--- src/rtl/codec_seq_pkg.sv ---
`timescale 1ns/1ps
package codec_seq_pkg;

    typedef enum logic [1:0] {
        SEQ_DOWN  = 2'd0,
        SEQ_RESET = 2'd1,
        SEQ_INIT  = 2'd2,
        SEQ_RUN   = 2'd3
    } seq_state_e;

    // bit-clock level plus strobe marking the last base cycle of a period
    typedef struct packed {
        logic level;
        logic period_end;
    } bclk_s;

    // frame-sync level plus strobe marking the last base cycle of a frame
    typedef struct packed {
        logic sync;
        logic frame_end;
    } frame_s;

    function automatic int cntw(input int n);
        return (n <= 2) ? 1 : $clog2(n);
    endfunction

endpackage

--- src/rtl/cs_ctrl_sync.sv ---
`timescale 1ns/1ps
module cs_ctrl_sync #(
    parameter int STAGES = 2
) (
    input  logic clk,
    input  logic rst_n_async,
    input  logic pwr_down_n,
    output logic rst_o,
    output logic pd_o
);
    logic [STAGES-1:0] sync_q;
    logic              pd_q;

    // assertion is immediate, release passes through STAGES flops
    always_ff @(posedge clk or negedge rst_n_async) begin
        if (!rst_n_async) sync_q <= '0;
        else              sync_q <= {sync_q[STAGES-2:0], 1'b1};
    end

    always_ff @(posedge clk) begin
        pd_q <= ~pwr_down_n;
    end

    assign rst_o = ~sync_q[STAGES-1];
    assign pd_o  = pd_q;
endmodule

--- src/rtl/cs_bitclk_gen.sv ---
`timescale 1ns/1ps
module cs_bitclk_gen
    import codec_seq_pkg::*;
#(
    parameter int HIGH_CYC = 38,
    parameter int LOW_CYC  = 37
) (
    input  logic  clk,
    input  logic  pd_i,
    output bclk_s bclk_o
);
    localparam int DIV = HIGH_CYC + LOW_CYC;
    localparam int CW  = cntw(DIV);
    localparam logic [CW-1:0] LAST = CW'(DIV - 1);
    localparam logic [CW-1:0] HI_L = CW'(HIGH_CYC);

    logic [CW-1:0] cnt_q, cnt_nxt;
    logic          lvl_q;

    always_comb cnt_nxt = (cnt_q == LAST) ? '0 : cnt_q + 1'b1;

    // parked on LAST so the first running cycle starts a fresh high phase
    always_ff @(posedge clk) begin
        if (pd_i) begin
            cnt_q <= LAST;
            lvl_q <= 1'b0;
        end else begin
            cnt_q <= cnt_nxt;
            lvl_q <= (cnt_nxt < HI_L);
        end
    end

    assign bclk_o.level      = lvl_q;
    assign bclk_o.period_end = !pd_i && (cnt_q == LAST);

    p_rise_at_wrap_r1: assert property (@(posedge clk) disable iff (pd_i)
        $rose(lvl_q) |-> (cnt_q == '0));
    p_fall_at_half_r1: assert property (@(posedge clk) disable iff (pd_i)
        $fell(lvl_q) |-> (cnt_q == HI_L));
endmodule

--- src/rtl/cs_frame_gen.sv ---
`timescale 1ns/1ps
module cs_frame_gen
    import codec_seq_pkg::*;
#(
    parameter int BITS = 32
) (
    input  logic   clk,
    input  logic   pd_i,
    input  bclk_s  bclk_i,
    output frame_s frame_o
);
    localparam int IW = cntw(BITS);
    localparam logic [IW-1:0] ILAST = IW'(BITS - 1);

    logic [IW-1:0] idx_q;
    logic          fs_q;

    always_ff @(posedge clk) begin
        if (pd_i) begin
            idx_q <= ILAST;
            fs_q  <= 1'b0;
        end else if (bclk_i.period_end) begin
            idx_q <= (idx_q == ILAST) ? '0 : idx_q + 1'b1;
            fs_q  <= (idx_q == ILAST);
        end
    end

    assign frame_o.sync      = fs_q;
    assign frame_o.frame_end = bclk_i.period_end && (idx_q == ILAST);

    p_fs_rise_on_bclk_r2: assert property (@(posedge clk) disable iff (pd_i)
        $rose(fs_q) |-> $rose(bclk_i.level));
    p_fs_fall_on_bclk_r2: assert property (@(posedge clk) disable iff (pd_i)
        $fell(fs_q) |-> $rose(bclk_i.level));
endmodule

--- src/rtl/cs_seq_fsm.sv ---
`timescale 1ns/1ps
module cs_seq_fsm
    import codec_seq_pkg::*;
#(
    parameter int INIT_FRAMES = 800
) (
    input  logic clk,
    input  logic rst_i,
    input  logic pd_i,
    input  logic frame_tick_i,
    output logic data_en_o,
    output logic ready_o,
    output logic ctrl_load_o
);
    localparam int WW = cntw(INIT_FRAMES);
    localparam logic [WW-1:0] WLAST = WW'(INIT_FRAMES - 1);

    seq_state_e    st_q, st_nxt;
    logic [WW-1:0] wait_q, wait_nxt;
    logic          ctrl_q;

    always_comb begin
        st_nxt   = st_q;
        wait_nxt = '0;
        if (pd_i) begin
            st_nxt = SEQ_DOWN;
        end else if (rst_i) begin
            st_nxt = SEQ_RESET;
        end else begin
            case (st_q)
                SEQ_RESET: st_nxt = SEQ_INIT;
                SEQ_INIT: begin
                    wait_nxt = wait_q;
                    if (frame_tick_i) begin
                        if (wait_q == WLAST) st_nxt = SEQ_RUN;
                        else                 wait_nxt = wait_q + 1'b1;
                    end
                end
                default: st_nxt = st_q;   // RUN holds, DOWN waits for reset
            endcase
        end
    end

    always_ff @(posedge clk) begin
        st_q   <= st_nxt;
        wait_q <= wait_nxt;
        ctrl_q <= (st_nxt == SEQ_RESET) || ((st_nxt == SEQ_RUN) && frame_tick_i);
    end

    assign ready_o     = (st_q == SEQ_RUN);
    assign data_en_o   = (st_q == SEQ_INIT) || (st_q == SEQ_RUN);
    assign ctrl_load_o = ctrl_q;

    p_ready_on_frame_r5: assert property (@(posedge clk) disable iff (rst_i || pd_i)
        $rose(ready_o) |-> $past(frame_tick_i));
    p_wait_range_r5: assert property (@(posedge clk) disable iff (rst_i || pd_i)
        (st_q == SEQ_INIT) |-> (wait_q <= WLAST));
    p_reset_drops_r6: assert property (@(posedge clk) disable iff (pd_i)
        $past(rst_i) |-> !ready_o);
    p_pd_quiet_r7: assert property (@(posedge clk) disable iff (!pd_i)
        $past(pd_i) |-> (!data_en_o && !ready_o));
    p_no_run_from_down_r8: assert property (@(posedge clk) disable iff (pd_i || rst_i)
        ($past(st_q) == SEQ_DOWN) |-> !ready_o);
    p_pd_over_reset_r10: assert property (@(posedge clk) disable iff (!pd_i)
        (rst_i && $past(pd_i)) |-> !data_en_o);
endmodule

--- src/rtl/codec_timing_seq.sv ---
`timescale 1ns/1ps
module codec_timing_seq
    import codec_seq_pkg::*;
#(
    parameter int HIGH_CYC       = 38,
    parameter int LOW_CYC        = 37,
    parameter int BITS_PER_FRAME = 32,
    parameter int INIT_FRAMES    = 800,
    parameter int SYNC_STAGES    = 2
) (
    input  logic clk_base,
    input  logic rst_n_async,
    input  logic pwr_down_n,
    output logic bit_clk,
    output logic frame_sync,
    output logic data_out_en,
    output logic proc_ready,
    output logic ctrl_load
);
    logic   rst_int, pd_int;
    bclk_s  bclk;
    frame_s frm;

    cs_ctrl_sync #(.STAGES(SYNC_STAGES)) u_sync (
        .clk         (clk_base),
        .rst_n_async (rst_n_async),
        .pwr_down_n  (pwr_down_n),
        .rst_o       (rst_int),
        .pd_o        (pd_int)
    );

    cs_bitclk_gen #(.HIGH_CYC(HIGH_CYC), .LOW_CYC(LOW_CYC)) u_bclk (
        .clk    (clk_base),
        .pd_i   (pd_int),
        .bclk_o (bclk)
    );

    cs_frame_gen #(.BITS(BITS_PER_FRAME)) u_frame (
        .clk     (clk_base),
        .pd_i    (pd_int),
        .bclk_i  (bclk),
        .frame_o (frm)
    );

    cs_seq_fsm #(.INIT_FRAMES(INIT_FRAMES)) u_fsm (
        .clk          (clk_base),
        .rst_i        (rst_int),
        .pd_i         (pd_int),
        .frame_tick_i (frm.frame_end),
        .data_en_o    (data_out_en),
        .ready_o      (proc_ready),
        .ctrl_load_o  (ctrl_load)
    );

    assign bit_clk    = bclk.level;
    assign frame_sync = frm.sync;
endmodule

--- config.mk ---
export PLATFORM = sky130hd
export DESIGN_NAME = codec_timing_seq
export DESIGN_NICKNAME = d
export VERILOG_FILES = /design/src/rtl/codec_seq_pkg.sv /design/src/rtl/cs_ctrl_sync.sv /design/src/rtl/cs_bitclk_gen.sv /design/src/rtl/cs_frame_gen.sv /design/src/rtl/cs_seq_fsm.sv /design/src/rtl/codec_timing_seq.sv
export SDC_FILE = /design/constraint.sdc
export NUM_CORES = 1
export LEC_CHECK = 0
export BUFFER_PORTS_ARGS = -buffer_cell sky130_fd_sc_hd__buf_2
export CAP_MARGIN = 15
export CORE_MARGIN = 2
export CORE_UTILIZATION = 59
export CTS_CLUSTER_SIZE = 14
export DETAILED_ROUTE_END_ITERATION = 10
export PLACE_DENSITY = 0.76
export SKIP_LAST_GASP = 1
export SLEW_MARGIN = 20
export SYNTH_ARGS = -nofsm -noshare
export SYNTH_HDL_FRONTEND = slang
export SYNTH_SLANG_ARGS = --single-unit
--- constraint.sdc ---
create_clock -name clk_base -period 2.3 [get_ports clk_base]
set_input_delay 0.115 -clock clk_base [delete_from_list [all_inputs] [get_ports clk_base]]
set_output_delay 0.115 -clock clk_base [all_outputs]
set_load 0.01 [all_outputs]
== Yosys cells after proc, flatten, opt, wreduce, memory -nomap -nowiden ==
Cells that the tools add are included.

* Add/subtract/negate cells: 3
* Magnitude comparators: 1
* Muxes and demuxes: 7
* Bitwise gates (word level): 4
* Reductions and logical operators: 8
* Eq/ne operators: 8

{| class="wikitable"
|+ Operator list
! operator !! count
|-
| 10-bit by 1-bit adder with 10-bit output, second input constant || 1
|-
| 10-bit == test, second input constant || 1
|-
| 2-bit two-way mux || 4
|-
| 7-bit by 1-bit adder with 7-bit output, second input constant || 1
|-
| 7-bit == test, second input constant || 1
|-
| 7-bit by 6-bit less-than comparator with 1-bit output, second input constant || 1
|-
| 7-bit two-way mux || 1
|-
| 2-bit == test, second input constant || 3
|-
| 5-bit by 1-bit adder with 5-bit output, second input constant || 1
|-
| 5-bit == test, second input constant || 1
|-
| 5-bit two-way mux || 1
|-
| 2-bit by 1-bit == test with 1-bit output, second input constant || 2
|-
| 1-bit NOT || 4
|-
| 2-bit one-hot mux with 2 select lines || 1
|-
| 1-bit logical AND || 3
|-
| 3-bit OR reduction || 1
|-
| 1-bit logical OR || 2
|-
| 2-bit AND reduction || 1
|-
| 1-bit logical NOT || 1
|}

* Register bits: 30
* Input port bits: 3
* Output and inout port bits: 5
* Word-level logic and storage cells: 40

== Longest topological paths before layout ==
Gate-level depths: netlist (run 1).

* Depth after elaboration: 10
* Mapped depth: 7
* Mapped depth without buffers: 7

== Hierarchy ==
A second synthesis (run 1) with hierarchy kept.

* Cell total of the unflattened synthesis: 158
* Area, all modules: 1525.2 um2

{| class="wikitable"
|+ By module, submodules not included
! module !! cells an instance !! instances !! seq. area each (um2) !! area each (um2)
|-
| cs_seq_fsm || 72 || 1 || 260.2 || 660.6
|-
| cs_bitclk_gen || 50 || 1 || 160.2 || 471.7
|-
| cs_frame_gen || 30 || 1 || 120.1 || 311.5
|-
| cs_ctrl_sync || 6 || 1 || 70.1 || 81.3
|}

== Worst setup path before layout (run 1) ==
Ideal clock, no wire load.

* Path type: register -> register
* Start: register u_frame.idx_q[0]
* End: register u_fsm.wait_q[9]
* Setup time: 0.073 ns
* Clock period less this slack: 2.142 ns
* Slack: 0.158 ns
* Buffers on the path: 0
* Data required time: 2.227 ns
* Arrival time: 2.069 ns
* Cell stages (with the launch flop): 8
* Cells stage by stage: dfxtp_1 ha_1 and3_1 ha_1 nand4b_1 or4_4 or3_1 a21oi_1

* Cells in the longest elaborated chain, start to end: 3

{| class="wikitable"
|+ Ends and longest elaborated chain
! what !! RTL line !! RTL
|-
| start, declared || cs_frame_gen.sv:15 || <nowiki>logic [IW-1:0] idx_q;</nowiki>
|-
| start signal, assigned || cs_frame_gen.sv:23 || <nowiki>idx_q <= (idx_q == ILAST) ? '0 : idx_q + 1'b1;</nowiki>
|-
| 5-bit == test || cs_frame_gen.sv:29 || <nowiki>assign frame_o.frame_end = bclk_i.period_end && (idx_q == ILAST);</nowiki>
|-
| 1-bit logical AND || cs_frame_gen.sv:29 ||
|-
| 2-bit AND reduction (no line) || - ||
|-
| end signal, assigned || cs_seq_fsm.sv:46 || <nowiki>wait_q <= wait_nxt;</nowiki>
|-
| end, declared || cs_seq_fsm.sv:19 || <nowiki>logic [WW-1:0] wait_q, wait_nxt;</nowiki>
|}

No other way between the ends.
A chain may end at the register's enable or synchronous reset.

== Worst setup path in the final report (run 1) ==
Same ends and word-level chain as after synthesis.

==> impl_results.md, run 1 <==
* Switch share at 0.366
* Root Buffer: clkbuf_4
* DR vias at between 1000 and 1500
* Setup violators final at 0
* Std cell rows at 18
* Tcrit/Tclk final at 0.940
* Postcts setup bufs at 0
* Register area share after synthesis at 0.416
* Detail Route Antenna Nets at 0
* EDFF count, synth at 0
* HPWL after DPL at roughly 2000 µm
* Synth async-reset ratio at 0.0667
* GRT overflow at 0
* Post-synth net total at about 180
* Synth-to-Final Area Change at 11.6%
* Status: finished, final reports clean
* Yosys warnings at 0
* Die Area at 2900 µm²
* Total GRT Usage at 0.234
* Multi-input gate area at 792 µm²
* Maxcap violations at 0
* Avg Cell Area, Syn at approximately 9 µm²
* TNS Setup at 0 ns
* Core area at 2410 µm²
* Mapped Area at approximately 1500 µm²
* Largest net degree at the start of global routing at 20
* Hold Fails Final Rpt at 0
* Compound-cell area share of the yosys netlist at 0.130
* # hold bufs at CTS at 2
* Main synth FF type: dfxtp_1
* Worst EP arrival at 2.41 ns
* Hold crit path type: in2async
* Cell Pwr Density at roughly 1000 nW/µm²
* Share of post-route cells with drive strength above 1 at 0.153
* Count of cell types in the netlist at 42
* I/O pin total at 8
* Initial DRC Count at 16
* First-pass GRT wire length at 4780 µm
* Logic pwr share at 0.376
* Worst-path clk slew at ~0.080 ns
* Synth Area in XOR/XNOR at 0.0358
* Antenna cells at 0
* Setup Skew at 0.00992 ns
* Largest family of logic cells by synthesized area: simple AND/OR/NAND/NOR gates
* Crit end category: register
* Via density per instance at 5.60
* CTS Buffer Depth at 2
* Post-route minimum period at 2.16 ns
* Net Switching at 0.000603 W
* Worst Setup SP: u_frame.idx_q[0]
* Final Power at between 0.0015 and 0.002 W
* WS Path Type: reg2reg
* Fmax at 463 MHz
* Post-synthesis mux area share at 0.00682
* Total clock sinks at 30
* DRC viols at 0
* FILL cells at 193
* Nature of the critical path startpoint: register
* Synthesized-area fraction occupied by adder cells at 0.0682
* TritonCTS Buffers at 5
* Final nets at about 190
* CP max FO at 6
* Flops & latches, synth at 30
* Htree depth at 2
* Clk pwr share at 0.192
* Peak VDD IR at 831 µV
* Area occupied by registers at 611 µm²
* P_leak at 0.641 nW
* Req. time, crit path at 2.55 ns
* CTS tree: yes
* Skew-Pair Late Insertion Delay at 0.33 ns
* Slew Viols, Final at 0
* Resize count post-CTS at 0
* DRT Pass-1 Iters at 4
* Initial Utilization at 0.609
* RR Startpoint: u_frame.idx_q[0]
* DIE WIDTH at 53.9 µm
* PortBufs at 7
* Synth Area in Simple Gates at 0.297
* Final core occ at 0.680
* Syn Inst Count at 165
* Int Pwr at around 0.0010 W
* Post-detailed-route wirelength per cell at 13.1 µm
* Antenna violations before repair at 0
* Die height at ~54 µm
* Drt total wl at 2780 µm
* Number of global-route vias before repair at 1089
* Sequential share of power at 0.432
* Routability cong. at ~0.8
* RSZ-0062 raised after global routing: no
## metrics by stage
stage | hold slack, ns | instances | setup slack (ns) | cell area (µm²)
floorplan | -0.181 | 165 | 0.158 | 1470
global placement | -0.0997 | 203 | 0.241 | 1560
detailed placement | -0.0962 | 203 | 0.168 | 1560
CTS | 0.0782 | 213 | 0.144 | 1640
global route | 0.0806 | 213 | 0.0104 | 1640
finish | 0.0983 | 213 | 0.138 | 1640
## synthesized netlist by cell type (all sizes together), types with 2 or more instances
cell type | instances | area share
dfxtp | 28 | 0.38
nand2 | 20 | 0.051
a21oi | 13 | 0.044
nor3 | 9 | 0.031
ha | 8 | 0.068
nand3 | 7 | 0.024
o21ai | 7 | 0.024
inv | 6 | 0.015
nor4 | 5 | 0.021
and4 | 4 | 0.024
clkbuf | 4 | 0.010
nor2 | 4 | 0.010
or3 | 4 | 0.017
xnor2 | 4 | 0.024
a21o | 3 | 0.015
buf | 3 | 0.019
nand3b | 3 | 0.015
nor3b | 3 | 0.015
or2 | 3 | 0.013
a311o | 2 | 0.014
dfrtp | 2 | 0.034
nand2b | 2 | 0.0085
nand4 | 2 | 0.0085
nor2b | 2 | 0.0085
xor2 | 2 | 0.012
## power by group through the flow
stage                     Clock, W  Combinational [W]  Sequential [W]
after floorplan                  0           0.000493        0.000689
after global placement           0           0.000603        0.000711
after detailed placement         0           0.000615        0.000719
after CTS                 0.000329           0.000622        0.000708
after global routing      0.000354           0.000715        0.000725
final                     0.000316           0.000619        0.000712
## routing by layer
layer / vias up / routed length (µm) / global-route usage
li1: 625 / - / -
met1: 545 / 1330 / 0.286
met2: 16 / 1310 / 0.374
met3: 6 / 86 / 0.0833
met4: 0 / 53 / 0.0897
met5: - / 0 / 0
## cell type report
class | instances | share of cell area
clock inverter | 1 | 0.00306
inverter | 6 | 0.0138
clock buffer | 7 | 0.0336
sequential | 30 | 0.373
multi-input combinational | 122 | 0.484
timing repair buffer | 17 | 0.0703
tap | 30 | 0.0229
## kinds of logic (layout without fill, tap and decap cells)
| logic type | Yosys count | in the layout |
|---|---|---|
| multiplexers | 1 | 1 |
| flip-flops | 30 | 30 |
| buffers and inverters | 13 | 31 |
| AND/OR/NAND/NOR | 75 | 75 |
| XOR/XNOR | 6 | 6 |
| AO/OA/AOI/OAI | 31 | 31 |
| other | 1 | 1 |
| adder cells (fa/ha/maj) | 8 | 8 |
## sequential cells by signal, summed over array words and instances (netlist names)
register and count:
u_frame.fs_q 1, u_fsm.ctrl_load_o 1, u_sync.sync_q 2, u_frame.idx_q 5, u_sync.pd_o 1, u_bclk.cnt_q 7
u_fsm.st_q 2, u_fsm.wait_q 10, u_bclk.lvl_q 1
## cells in the final DEF, fill, tap and decap left out, types with 2 or more instances in the layout
cell type	netlist	layout
a21o_1	3	3
a21oi_1	13	13
a311o_1	2	2
and4_1	4	4
buf_2	1	7
buf_4	0	8
clkbuf_4	0	5
dfrtp_1	2	2
dfxtp_1	28	28
dlygate4sd3_1	0	2
ha_1	8	8
inv_1	6	6
nand2_1	20	20
nand2b_1	2	2
nand3_1	7	7
nand3b_1	3	3
nand4_1	2	2
nor2_1	4	4
nor2b_1	2	2
nor3_1	9	9
nor3b_1	3	3
nor4_1	5	5
o21ai_0	7	7
or2_2	2	2
or3_1	4	4
xnor2_1	4	4
xor2_1	2	2
## worst paths after layout
path / to / slack, ns / cells after the start
min in group clk_base: u_sync.sync_q[1] / 0.35 / 0
setup reg to reg: u_fsm.wait_q[9] / 0.14 / 7
setup / recovery: u_fsm.wait_q[9] / 0.14 / 7
max in group asynchronous: u_sync.sync_q[0] / 2.11 / 2
hold reg to reg: u_sync.sync_q[1] / 0.35 / 0
hold / removal: u_sync.sync_q[1] / 0.1 / 2
## worst max-delay path, stage by stage, from the launching register on
cell and delay, ns:
dfxtp_1 0.38, ha_1 0.20, and3_1 0.16, ha_1 0.16, nand4b_1 0.14, or4_4 0.54
or3_1 0.36, a21oi_1 0.15
(Power assumes the default switching activity.)
==> run 2: changes to the inputs <==
--- a/config.mk
+++ b/config.mk
@@ -8,12 +8,13 @@
 export BUFFER_PORTS_ARGS = -buffer_cell sky130_fd_sc_hd__buf_2
 export CAP_MARGIN = 15
 export CORE_MARGIN = 2
-export CORE_UTILIZATION = 59
+export CORE_UTILIZATION = 60
 export CTS_CLUSTER_SIZE = 14
 export DETAILED_ROUTE_END_ITERATION = 10
-export PLACE_DENSITY = 0.76
+export PLACE_DENSITY = 0.77
 export SKIP_LAST_GASP = 1
 export SLEW_MARGIN = 20
 export SYNTH_ARGS = -nofsm -noshare
 export SYNTH_HDL_FRONTEND = slang
+export SYNTH_HIERARCHICAL = 1
 export SYNTH_SLANG_ARGS = --single-unit
==> constraint.sdc (replaced) <==
create_clock -name clk_base -period 2.77 [get_ports clk_base]
set_input_delay 0.1385 -clock clk_base [delete_from_list [all_inputs] [get_ports clk_base]]
set_output_delay 0.1385 -clock clk_base [all_outputs]
set_load 0.01 [all_outputs]
==> impl_results.md, run 2 <==
* DIE WIDTH at 54.4 µm (+1.0%)
* First-pass GRT wire length at 4260 µm (-11%)
* PortBufs at 7 (unchanged)
* I/O pin total at 8 (unchanged)
* Post-route minimum period at 2.37 ns (+0.210 ns)
* Root Buffer: clkbuf_4
* Initial DRC Count at 33 (+17)
* DR vias at 1135 (-4.8%)
* CTS tree: yes
* Antenna cells at 0 (unchanged)
* Total clock sinks at 30 (unchanged)
* Final nets at 181 (-6.2%)
* Commonest non-fill, non-tap cell in the layout: dfxtp_1
* Slew Viols, Final at 0 (unchanged)
* Antenna violations before repair at 0 (unchanged)
* Top-count cell post-synth: dfxtp_1
* Main synth FF type: dfxtp_1
* Worst EP arrival at 2.58 ns (+0.17 ns)
* Finished Layout Cells at 200 (-6.1%)
* Mapped Area at 1530 µm² (+3.9%)
* Postcts setup bufs at 0 (unchanged)
* Number of global-route vias before repair at 1005 (-7.7%)
* Syn Inst Count at 158 (-4.2%)
* Resize count post-CTS at 0 (unchanged)
* Max FFs per register at 10 (unchanged)
* Placed insts at 190 (-6.4%)
* Post-DP Area at 1550 µm² (-0.32%)
* Status: finished, final reports clean
* Design Area, Final at 1630 µm² (-0.31%)
* Biggest registers after layout: u_fsm/wait_q (10), u_bclk/cnt_q (7), u_frame/idx_q (5)
* WS Path Type: reg2reg
* TNS Setup at 0 ns (unchanged)
* Nature of the critical path startpoint: register
* TritonCTS Buffers at 5 (unchanged)
* Drt total wl at 2670 µm (-4.2%)
* Total GRT Usage at 0.202 (-0.0315)
* Avg Cell Area, Syn at 9.65 µm² (+8.5%)
* Die Area at 2960 µm² (+2.0%)
* Fmax at 422 MHz (-8.9%)
* Top reg by flops: u_fsm/wait_q
* Hold crit path type: in2async
* Setup Skew at 0.00689 ns (-0.00303 ns)
* Maxcap violations at 0 (unchanged)
* Req. time, crit path at 2.98 ns (+0.43 ns)
* HPWL after DPL at 1940 µm (-4.5%)
* Ranking of synthesized cells by area: dfxtp_1, ha_1, nor2_1
* Flops & latches, synth at 30 (unchanged)
* EDFF count, synth at 0 (unchanged)
* Largest net degree at the start of global routing at 15 (-25%)
* Place WS at 0.442 ns (+0.273 ns)
* Cell Pwr Density at 817 nW/µm² (-19%)
* P_leak at 0.643 nW (+0.35%)
* Final Power at 0.00133 W (-19%)
* PnR worst setup slack at 0.398 ns (+0.260 ns)
* Count of cell types in the netlist at 49 (+17%)
* Skew-Pair Late Insertion Delay at 0.32 ns (about the same)
* Share of post-route cells with drive strength above 1 at 0.165 (+0.0117)
* Dominant cell type by area after synthesis: dfxtp_1
* Std cell rows at 18 (unchanged)
* CTS Buffer Depth at 2 (unchanged)
* Post-detailed-route wirelength per cell at 13.3 µm (+2.0%)
* DRC viols at 0 (unchanged)
* DRT Pass-1 Iters at 4 (unchanged)
* Via density per instance at 5.68 (+1.4%)
* Crit end category: register
* Setup violators final at 0 (unchanged)
* Worst-path clk slew at 0.09 ns (about the same)
* Routability cong. at 0.747 (-5.6%)
* Yosys warnings at 6 (+6)
* Tcrit/Tclk final at 0.856 (-0.0836)
* Core area at 2430 µm² (+0.93%)
* Hold Fails Final Rpt at 0 (unchanged)
* GRT overflow at 0 (unchanged)
* Initial Utilization at 0.627 (+0.0180)
* Commonest non-fill, non-tap cells in the layout: dfxtp_1, nor2_1, ha_1, inv_1
* Synth-to-Final Area Change at 7.06%
* Detail Route Antenna Nets at 0 (unchanged)
* Peak VDD IR at 539 µV (-35%)
* Register area share after synthesis at 0.400 (-0.0157)
* Post-synth net total at 170 (-3.4%)
* Commonest cells in the netlist: dfxtp_1, nor2_1, ha_1
* Synth top area share at 0.368 (-0.0144)
* CP max FO at 6 (unchanged)
* Synth async-reset ratio at 0.0667 (unchanged)
* Die height at 54.4 µm (+1.0%)
* Htree depth at 2 (unchanged)
* Reg-to-reg setup timing slack at 0.40 ns (+0.26 ns)
* RSZ-0062 raised after global routing: no
==> run 2: cell types whose count changed after synthesis, moves of 3 or more <==
cell      before  now
nor2_1         4   14
nand3b_1       3    0
xor2_1         2    6
a21oi_1       13    5
buf_4          0    3
a21o_1         3    0
nor4_1         5    0
clkbuf_1       4    1
or3_1          4    1
nand3_1        7    4
nor3_1         9    4
nand2_1       20    7
and4_1         4    1
==> run 2: routing by layer <==
layer,vias up,part of all wire,GRT usage
met5,-,0,0
met4,0,0.020,0.0958
met3,8,0.027,0.0656
met2,17,0.47,0.315
met1,532,0.48,0.252
li1,578,-,-
==> run 2: cell type report <==
cell class                 count  area, µm²
multi-input combinational    112        818
fill                         192        800
sequential                    30        611
timing repair buffer          11       70.1
clock buffer                   7       55.1
tap                           30       37.5
inverter                       9       36.3
clock inverter                 1       5.00
==> run 2: critical path: stages, from the launching register on <==
cell and delay, ns:
dfxtp_1 0.39, ha_1 0.20, and3_1 0.20, ha_1 0.23, and2_1 0.25, nand4_1 0.17, a21oi_1 0.33, nand4_1 0.16
mux2_1 0.32
==> run 2: final timing paths <==
kind | start | to | cells after the start
max | u_frame/idx_q[0] | u_fsm/wait_q[9] | 8
min | rst_n_async | u_sync/sync_q[1] | 2
max reg2reg | u_frame/idx_q[0] | u_fsm/wait_q[9] | 8
min reg2reg | u_sync/sync_q[0] | u_sync/sync_q[1] | 0
max in group asynchronous | rst_n_async | u_sync/sync_q[0] | 2
min in group clk_base | u_sync/sync_q[0] | u_sync/sync_q[1] | 0
==> run 2: cell families after synthesis <==
| logic type | count (synthesis) | synth area share |
|---|---|---|
| buf+inv | 16 | 0.0632 |
| compound gates | 28 | 0.130 |
| xor+xnor | 10 | 0.0574 |
| other cells | 1 | 0.00246 |
| fa+ha+maj | 9 | 0.0738 |
| mux | 4 | 0.0271 |
| flops | 30 | 0.400 |
| simple gates | 60 | 0.245 |
==> run 2: power by group <==
group / switching [W] / total, W / internal [W]
clock network: 0.000139 / 0.000261 / 0.000123
logic: 0.000253 / 0.000465 / 0.000213
registers: 0.0000944 / 0.000606 / 0.000512
total: 0.000486 / 0.00133 / 0.000848
==> run 2: what timing repair did <==
action / in CTS / in global routing
endpoints found under the hold margin: 3 / 0
setup endpoints to repair: 0 / 0
hold buffers: 2 / 0
==> run 2: per-stage QoR <==
step	hold WS, ns	util
3_3_place_gp	-0.0777	0.638
3_5_place_dp	-0.0755	0.638
2_1_floorplan	-0.157	-
6_report	0.127	0.671
5_1_grt	0.143	0.671
4_1_cts	0.118	0.671
==> run 3: changes to the inputs <==
--- a/config.mk
+++ b/config.mk
@@ -9,6 +9,7 @@
 export CAP_MARGIN = 15
 export CORE_MARGIN = 2
 export CORE_UTILIZATION = 60
+export CTS_BUF_LIST = sky130_fd_sc_hd__clkbuf_4 sky130_fd_sc_hd__clkbuf_8 sky130_fd_sc_hd__clkbuf_16
 export CTS_CLUSTER_SIZE = 14
 export DETAILED_ROUTE_END_ITERATION = 10
 export PLACE_DENSITY = 0.77
==> impl_results.md, run 3 (same netlist as run 2, synthesis figures left out) <==
* Place WS at 0.442 ns (unchanged)
* Routability cong. at 0.747 (unchanged)
* TNS Setup at 0 ns (unchanged)
* Worst-path clk slew at 0.09 ns (about the same)
* Biggest registers after layout: u_fsm/wait_q (10), u_bclk/cnt_q (7), u_frame/idx_q (5)
* Hold slack final at 0.127 ns (-0.0000910 ns)
* Core area at 2430 µm² (unchanged)
* Commonest non-fill, non-tap cell in the layout: dfxtp_1
* Synth-to-Final Area Change at 7.30%
* Final nets at 181 (unchanged)
* DIE WIDTH at 54.4 µm (unchanged)
* P_leak at 0.646 nW (+0.53%)
* Skew-Pair Late Insertion Delay at 0.32 ns (about the same)
* CP max FO at 6 (unchanged)
* Worst EP arrival at 2.58 ns (about the same)
* Slew Viols, Final at 0 (unchanged)
* Crit end category: register
* Max FFs per register at 10 (unchanged)
* Setup Skew at 0.00664 ns (-0.000250 ns)
* Post-route minimum period at 2.37 ns (-0.000366 ns)
* Share of post-route cells with drive strength above 1 at 0.171 (+0.00588)
* Std cell rows at 18 (unchanged)
* Req. time, crit path at 2.98 ns (about the same)
* Setup violators final at 0 (unchanged)
* Reg2Reg Depth at 8 (unchanged)
* Commonest non-fill, non-tap cells in the layout: dfxtp_1, nor2_1, ha_1, inv_1
* Via density per instance at 5.70 (+0.44%)
* Htree depth at 2 (unchanged)
* Post-detailed-route wirelength per cell at 13.3 µm (-0.30%)
* Multi-input gate area at 818 µm² (unchanged)
* Fmax at 422 MHz (about the same)
* TritonCTS Buffers at 5 (unchanged)
* Critical path destination: u_fsm/wait_q[9]
* DRT Pass-1 Iters at 4 (unchanged)
* Number of global-route vias before repair at 1005 (unchanged)
* CP max-delay cell: dfxtp_1
* Placed insts at 190 (unchanged)
* PortBufs at 7 (unchanged)
* FILL cells at 193 (+0.52%)
* Initial DRC Count at 33 (unchanged)
* Total GRT Usage at 0.203 (+0.000573)
* Postcts setup bufs at 0 (unchanged)
* Hold crit path type: in2async
* CP Cell Sequence: ha_1 > and3_1 > ha_1 > and2_1 > nand4_1 > a21oi_1 > nand4_1 > mux2_1
* Initial Utilization at 0.627 (unchanged)
* Largest net degree at the start of global routing at 15 (unchanged)
* WS Path Type: reg2reg
* Critical path depth at 8 (unchanged)
* Hold Fails Final Rpt at 0 (unchanged)
* DRC viols at 0 (unchanged)
* PnR worst setup slack at 0.399 ns (+0.000366 ns)
* DR vias at 1140 (+0.44%)
* CTS tree: yes
* Die height at 54.4 µm (unchanged)
* Status: finished, final reports clean
* # hold bufs at CTS at 2 (unchanged)
* First-pass GRT wire length at 4270 µm (+0.33%)
* HPWL after DPL at 1940 µm (unchanged)
* CTS Buffer Depth at 2 (unchanged)
* Maxcap violations at 0 (unchanged)
* Area occupied by registers at 611 µm² (unchanged)
* RSZ-0062 raised after global routing: no
* Antenna cells at 0 (unchanged)
* I/O pin total at 8 (unchanged)
* Final Power at 0.00134 W (+0.78%)
* Total clock sinks at 30 (unchanged)
* Top reg by flops: u_fsm/wait_q
* Die Area at 2960 µm² (unchanged)
* Tcrit/Tclk final at 0.856 (about the same)
* Reg-to-Reg End: u_fsm/wait_q[9]
* Resize count post-CTS at 0 (unchanged)
* Nature of the critical path startpoint: register
* Drt total wl at 2660 µm (-0.30%)
* Antenna violations before repair at 0 (unchanged)
* Root Buffer: clkbuf_4
* Worst Setup SP: u_frame/idx_q[0]
* Peak VDD IR at 539 µV (about the same)
* CP Buf/Inv Count at 0 (unchanged)
* RR Startpoint: u_frame/idx_q[0]
* Detail Route Antenna Nets at 0 (unchanged)
* GRT overflow at 0 (unchanged)
* Cell Pwr Density at 821 nW/µm² (+0.55%)
* Finished Layout Cells at 200 (unchanged)
* Crit path max-delay family: simple AND/OR/NAND/NOR gates
* Max incr delay on CP at 0.39 ns (about the same)
* Reg-to-reg setup timing slack at 0.40 ns (about the same)
-- run 3: cell types whose count changed in the layout (fill, tap and decap cells not counted) --
cell and delta:
clkbuf_1 -1, clkbuf_4 +1
-- run 3: through the flow --
| stage | instance area [µm²] | utilization |
|---|---|---|
| final | 1640 | 0.673 |
| after global placement | 1550 | 0.638 |
| after CTS | 1640 | 0.673 |
| after floorplan | 1530 | - |
| after detailed placement | 1550 | 0.638 |
| after global routing | 1640 | 0.673 |
-- run 3: where the power goes --
part	switching, W	internal [W]	leakage (nW)	total, W
clock	0.000140	0.000133	0.0387	0.000273
sequential	0.0000940	0.000512	0.252	0.000606
combinational	0.000252	0.000213	0.355	0.000465
-- run 3: metal layers --
| layer | part of all wire | routed length (µm) | vias up | global-route usage |
|---|---|---|---|---|
| li1 | - | - | 578 | - |
| met1 | 0.48 | 1280 | 535 | 0.253 |
| met2 | 0.47 | 1250 | 19 | 0.315 |
| met3 | 0.028 | 75 | 8 | 0.0656 |
| met4 | 0.020 | 53 | 0 | 0.0958 |
| met5 | 0 | 0 | - | 0 |
-- run 3: worst min-delay path by stage --
stage | startpoint | end | slack [ns] | cells after the start
2_1_floorplan | rst_n_async | u_sync/sync_q[0] | -0.16 | 0
3_3_place_gp | rst_n_async | u_sync/sync_q[1] | -0.08 | 1
3_5_place_dp | rst_n_async | u_sync/sync_q[0] | -0.08 | 1
4_1_cts | rst_n_async | u_sync/sync_q[1] | 0.12 | 2
5_1_grt | rst_n_async | u_sync/sync_q[0] | 0.14 | 2
6_report | rst_n_async | u_sync/sync_q[1] | 0.13 | 2
-- run 3: layout make-up --
cell class | count | share of cell area
clock buffers | 7 | 0.0359
clock inverters | 1 | 0.00306
inverters | 9 | 0.0222
multi-input cells | 112 | 0.500
flip-flops and latches | 30 | 0.373
well taps | 30 | 0.0229
repair buffers | 11 | 0.0428
